===== src/rtl/boot_remap_pkg.sv =====
package boot_remap_pkg;

  // Byte offset of the write-only clear register
  localparam int unsigned CLEAR_OFS = 'h58;

  // Register-side request decoded from the plain strobes
  typedef struct packed {
    logic clr_hit;
    logic rd_hit;
  } reg_req_t;

endpackage


===== src/rtl/remap_flag.sv =====
module remap_flag (
  input  logic clk,
  input  logic rst_n,
  input  logic boot_internal,
  input  logic clr_hit,
  output logic remap_on
);

  logic flag_q;

  // Boot mode is sampled only while reset is held; afterwards the flag can only fall
  always_ff @(posedge clk) begin
    if (!rst_n) begin
      flag_q <= boot_internal;
    end else if (clr_hit) begin
      flag_q <= 1'b0;
    end
  end

  assign remap_on = flag_q;

endmodule


===== src/rtl/remap_reg_if.sv =====
module remap_reg_if
  import boot_remap_pkg::*;
#(
  parameter int unsigned REG_AW = 8,
  parameter int unsigned DATA_W = 32
) (
  input  logic              clk,
  input  logic              rst_n,
  input  logic [REG_AW-1:0] reg_addr,
  input  logic              reg_wr,
  input  logic [DATA_W-1:0] reg_wdata,
  input  logic              reg_rd,
  output reg_req_t          req,
  output logic              reg_rvalid,
  output logic [DATA_W-1:0] reg_rdata
);

  localparam logic [REG_AW-1:0] CLR_ADDR = REG_AW'(CLEAR_OFS);

  // Data of the clear write carries no meaning
  logic unused_wdata;
  assign unused_wdata = ^reg_wdata;

  assign req.clr_hit = reg_wr && (reg_addr == CLR_ADDR);
  assign req.rd_hit  = reg_rd;

  logic rvalid_q;
  always_ff @(posedge clk) begin
    if (!rst_n) begin
      rvalid_q <= 1'b0;
    end else begin
      rvalid_q <= req.rd_hit;
    end
  end

  assign reg_rvalid = rvalid_q;
  assign reg_rdata  = '0;

endmodule


===== src/rtl/remap_addr_steer.sv =====
module remap_addr_steer #(
  parameter int unsigned       ADDR_W   = 32,
  parameter int unsigned       ROM_AW   = 14,
  parameter logic [ADDR_W-1:0] ROM_BASE = '0
) (
  input  logic              remap_on,
  input  logic [ADDR_W-1:0] addr_in,
  output logic [ADDR_W-1:0] addr_out,
  output logic              rom_sel
);

  logic in_window;

  generate
    if (ROM_AW < ADDR_W) begin : g_window
      assign in_window = ~|addr_in[ADDR_W-1:ROM_AW];
    end else begin : g_full
      assign in_window = 1'b1;
    end
  endgenerate

  // Inside the window the incoming address is the ROM offset itself
  always_comb begin
    rom_sel  = remap_on && in_window;
    addr_out = rom_sel ? (ROM_BASE + addr_in) : addr_in;
  end

endmodule


===== src/rtl/boot_remap_ctrl.sv =====
module boot_remap_ctrl
  import boot_remap_pkg::*;
#(
  parameter int unsigned       ADDR_W    = 32,
  parameter int unsigned       REG_AW    = 8,
  parameter int unsigned       DATA_W    = 32,
  parameter int unsigned       ROM_BYTES = 16384,
  parameter logic [ADDR_W-1:0] ROM_BASE  = 32'h8000_0000
) (
  input  logic              clk,
  input  logic              rst_n,
  input  logic              boot_internal,
  input  logic [REG_AW-1:0] reg_addr,
  input  logic              reg_wr,
  input  logic [DATA_W-1:0] reg_wdata,
  input  logic              reg_rd,
  output logic              reg_rvalid,
  output logic [DATA_W-1:0] reg_rdata,
  input  logic              addr_in_valid,
  output logic              addr_in_ready,
  input  logic [ADDR_W-1:0] addr_in,
  output logic              addr_out_valid,
  input  logic              addr_out_ready,
  output logic [ADDR_W-1:0] addr_out,
  output logic              rom_sel
);

  localparam int unsigned ROM_AW = $clog2(ROM_BYTES);

  reg_req_t req;
  logic     remap_on;

  remap_reg_if #(
    .REG_AW (REG_AW),
    .DATA_W (DATA_W)
  ) u_reg_if (
    .clk        (clk),
    .rst_n      (rst_n),
    .reg_addr   (reg_addr),
    .reg_wr     (reg_wr),
    .reg_wdata  (reg_wdata),
    .reg_rd     (reg_rd),
    .req        (req),
    .reg_rvalid (reg_rvalid),
    .reg_rdata  (reg_rdata)
  );

  remap_flag u_flag (
    .clk           (clk),
    .rst_n         (rst_n),
    .boot_internal (boot_internal),
    .clr_hit       (req.clr_hit),
    .remap_on      (remap_on)
  );

  remap_addr_steer #(
    .ADDR_W   (ADDR_W),
    .ROM_AW   (ROM_AW),
    .ROM_BASE (ROM_BASE)
  ) u_steer (
    .remap_on (remap_on),
    .addr_in  (addr_in),
    .addr_out (addr_out),
    .rom_sel  (rom_sel)
  );

  // Stream passes straight through: no storage on the address path
  assign addr_out_valid = addr_in_valid;
  assign addr_in_ready  = addr_out_ready;

endmodule


===== config.mk =====
export PLATFORM = sky130hd
export DESIGN_NAME = boot_remap_ctrl
export DESIGN_NICKNAME = d
export VERILOG_FILES = /design/src/rtl/boot_remap_pkg.sv /design/src/rtl/remap_flag.sv /design/src/rtl/remap_reg_if.sv /design/src/rtl/remap_addr_steer.sv /design/src/rtl/boot_remap_ctrl.sv
export SDC_FILE = /design/constraint.sdc
export NUM_CORES = 1
export LEC_CHECK = 0
export BUFFER_PORTS_ARGS = -buffer_cell sky130_fd_sc_hd__buf_2
export CAP_MARGIN = 20
export CORE_MARGIN = 5
export CORE_UTILIZATION = 23
export DETAILED_ROUTE_END_ITERATION = 8
export PLACE_DENSITY = 0.82
export SLEW_MARGIN = 20
export SYNTH_ARGS = -nofsm -noshare
export SYNTH_HDL_FRONTEND = slang
export SYNTH_SLANG_ARGS = --single-unit

===== constraint.sdc =====
create_clock -name clk -period 1.23 [get_ports clk]
set_input_delay 0.0615 -clock clk [delete_from_list [all_inputs] [get_ports clk]]
set_output_delay 0.0615 -clock clk [all_outputs]
set_load 0.01 [all_outputs]

==> results.py <==
metrics = {
    "outcome": {
        "status": "finished with violations",
        "violations": "setup timing",
    },
    "logic_synthesis": {
        "synth_cells": 83,
        "synth.yosys.seq_area_share_pct": 7.75,
        "ys_types": 16,
        "netlist_area_before_placement_um2": 646,
        "syn_area_per_cell_um2": 7.78,
        "ys_seq_elements": 2,
        "yosys_warnings": 0,
    },
    "sta": {
        "timing.final.setup_violations": 1,
        "min_period_ns": 1.23,
        "finalCritPeriodShare_pct": 100,
        "fin_tns_setup_ns": -0.00217,
        "final_max_slew_viol_count": 0,
        "timing.final.ws_setup_ns": -0.00217,
        "timing.final.hold_violations": 0,
        "rsz_0062_raised_after_global_routing": "true",
        "clock.fmax_mhz": 812,
    },
    "clock_network": {
        "clkSlewWorstSetupHoldPaths_ns": 0.04,
        "clock_tree_from_tritoncts": "built",
        "clock_sinks": 2,
        "cts_inserted_buffers": 3,
        "clock_tree.root_cell": "clkbuf_4",
        "postCtsSetupBuffers": 0,
        "clock_tree.htree_level_count": 1,
        "cts_hold_repair.buffers": 0,
        "cts_buffer_depth": 2,
    },
    "min_path": {
        "hp-start": "reg_rd",
        "hold-path-endpoint": "u_reg_if.reg_rvalid",
        "worst_hold_path.num_cells": 2,
        "min-delay-path-class": "primary input to flop",
    },
    "finish": {
        "stdcell_area_um2": 596,
        "insertedDiodeCount": 0,
        "area.growth.synth_to_final_pct": -7.75,
        "layout-drive-gt1-share_pct": 54.4,
        "finish.net_count": 183,
        "final_core_utilization_pct": 21.8,
    },
    "drt": {
        "drt-wirelength-per-cell_um": 8.66,
        "detailroute.via_count": 471,
        "initialDrtViolationCount": 3,
        "drt.antenna.violating_nets": 0,
        "post_drt_via_cell_ratio": 3.51,
        "detail_route.drc_violations": 0,
        "route.final.wire_length_um": 1160,
        "detailedRoute.firstPassIterationCount": 2,
    },
    "global_route": {
        "track_usage_pct": 4.79,
        "gr-usage-met3_pct": 3.96,
        "top_usage_layer": "met2",
        "pin_count_of_the_biggest_net_entering_global_routing": 4,
        "via_count_of_the_first_global_routing_pass": 404,
        "grt_first_pass_wirelength_um": 1560,
        "number_of_antenna_violations_at_the_first_check_in_global_routing": 0,
        "globalRouteMet2Util_pct": 7.44,
        "global_route.overflow_total": 0,
        "global_route.usage.met1_pct": 3.76,
    },
    "placed_design": {
        "placed_standard_cell_area_um2": 563,
        "post-dp-hpwl_um": 1090,
        "place_worst_setup_slack_ns": 0.102,
        "routabilityCongestion": 0.645,
        "portBuffers": 50,
    },
    "setup_path": {
        "critical-path-slowest-cell": "edfxtp_1",
        "cp-end-kind": "primary output",
        "worstPathRequired_ns": 1.17,
        "critical_path.max_stage_delay_ns": 0.35,
        "critPathKind": "flop to primary output",
        "path_cells": "nor4b_2 -> nand3_1 -> o21bai_1 -> buf_2",
        "crit_path_max_fanout": 2,
        "timing.critical_path.from_type": "flop",
        "worstPathArrival_ns": 1.17,
    },
    "die": {
        "io-pin-count": 147,
        "initial_core_util_pct": 23.6,
        "core_um2": 2730,
        "chipWidth_um": 63.0,
        "rows": 19,
        "die_area_um2": 3970,
        "chipHeight_um": 63.0,
    },
    "power_and_ir_drop": {
        "power-per-cell-area_nw_per_um2": 673,
        "p_leak_nw": 0.355,
        "vdd.ir_drop.worst_mv": 0.477,
    },
    "flow_run": {
        "cap_viol_max_count": 0,
    },
}
-- per-stage QoR --
step | std cells | power, W | hold WS [ns]
final | 134 | 0.000401 | 0.0576
after floorplan | 114 | 0.000319 | 0.183
after global routing | 134 | 0.000434 | 0.0523
after detailed placement | 130 | 0.000238 | 0.123
after CTS | 134 | 0.000407 | 0.0542
after global placement | 130 | 0.000237 | 0.123
-- worst max-delay path: cells and delay by family, from the launching register on --
kind                   cells  cell delay, ns
AOI/OAI and AO/OA          1            0.13
and+or+nand+nor            2            0.32
buffers and inverters      1            0.14
DFF                        1            0.35
-- flip-flops by register name, summed over array words and instances, names as in the netlist --
name / count
u_reg_if.reg_rvalid: 1
u_flag.remap_on: 1
-- layout make-up --
cell class | instances | area, um2
Timing Repair Buffer | 50 | 250
Tap cell | 31 | 38.8
Multi-Input combinational cell | 47 | 230
Fill cell | 294 | 2140
Clock buffer | 4 | 26.3
Sequential cell | 2 | 50.0
-- layer usage --
| layer | vias to the layer above | share of wire, % |
|---|---|---|
| met4 | 0 | 1.6 |
| met3 | 6 | 32 |
| li1 | 209 | - |
| met2 | 67 | 44 |
| met5 | - | 0 |
| met1 | 189 | 22 |
-- how the worst max path moves through the flow --
stage | start | end | cells past startpoint
after floorplan | reg_addr[1] | u_flag.remap_on | 3
after global placement | reg_addr[1] | u_flag.remap_on | 4
after detailed placement | reg_addr[1] | u_flag.remap_on | 4
after CTS | u_flag.remap_on | addr_out[31] | 4
after global routing | u_flag.remap_on | addr_out[31] | 4
final | u_flag.remap_on | addr_out[31] | 4
-- synthesized netlist by cell type (all sizes together) --
cell | number | area share (%)
buf | 65 | 76
nor2b | 1 | 0.97
nand3b | 1 | 1.2
o31ai | 1 | 1.9
o21bai | 1 | 1.2
nand3 | 1 | 0.77
nor2 | 1 | 0.58
nor4b | 2 | 3.7
conb | 1 | 0.58
edfxtp | 1 | 4.7
nor3 | 1 | 0.77
nor4 | 3 | 2.9
nand2 | 2 | 1.2
and2 | 1 | 0.97
dfxtp | 1 | 3.1
-- logic make-up (layout without fill, tap and decap cells) --
logic type,count (synthesis),in the layout,share of synthesized area [%]
DFF,2,2,7.75
other,1,32,0.581
AOI/OAI and AO/OA,2,2,3.10
and+or+nand+nor,13,13,13.0
buffers and inverters,65,54,75.6
-- placed cells by master (no fill, tap or decap) --
cell      count
nor2_1        1
nor3_1        1
clkbuf_1      1
o21bai_1      1
buf_2        50
clkbuf_4      3
edfxtp_1      1
nand3_1       1
dfxtp_1       1
nor2b_1       1
o31ai_2       1
conb_1       32
and2_1        1
nor4_1        3
nand2_1       2
nor4b_2       2
nand3b_1      1
-- power by group --
| group | internal (W) | total (W) | switching [W] |
|---|---|---|---|
| sequential | 0.0000753 | 0.0000773 | 0.00000192 |
| clock | 0.000121 | 0.000161 | 0.0000403 |
| combinational | 0.0000640 | 0.000163 | 0.0000985 |
-- what timing repair did --
item	CTS	global route
pin swaps	2	2
resized for setup	1	0
endpoints found under the setup margin	2	2
No activity file was read; power rests on OpenSTA's default activity.
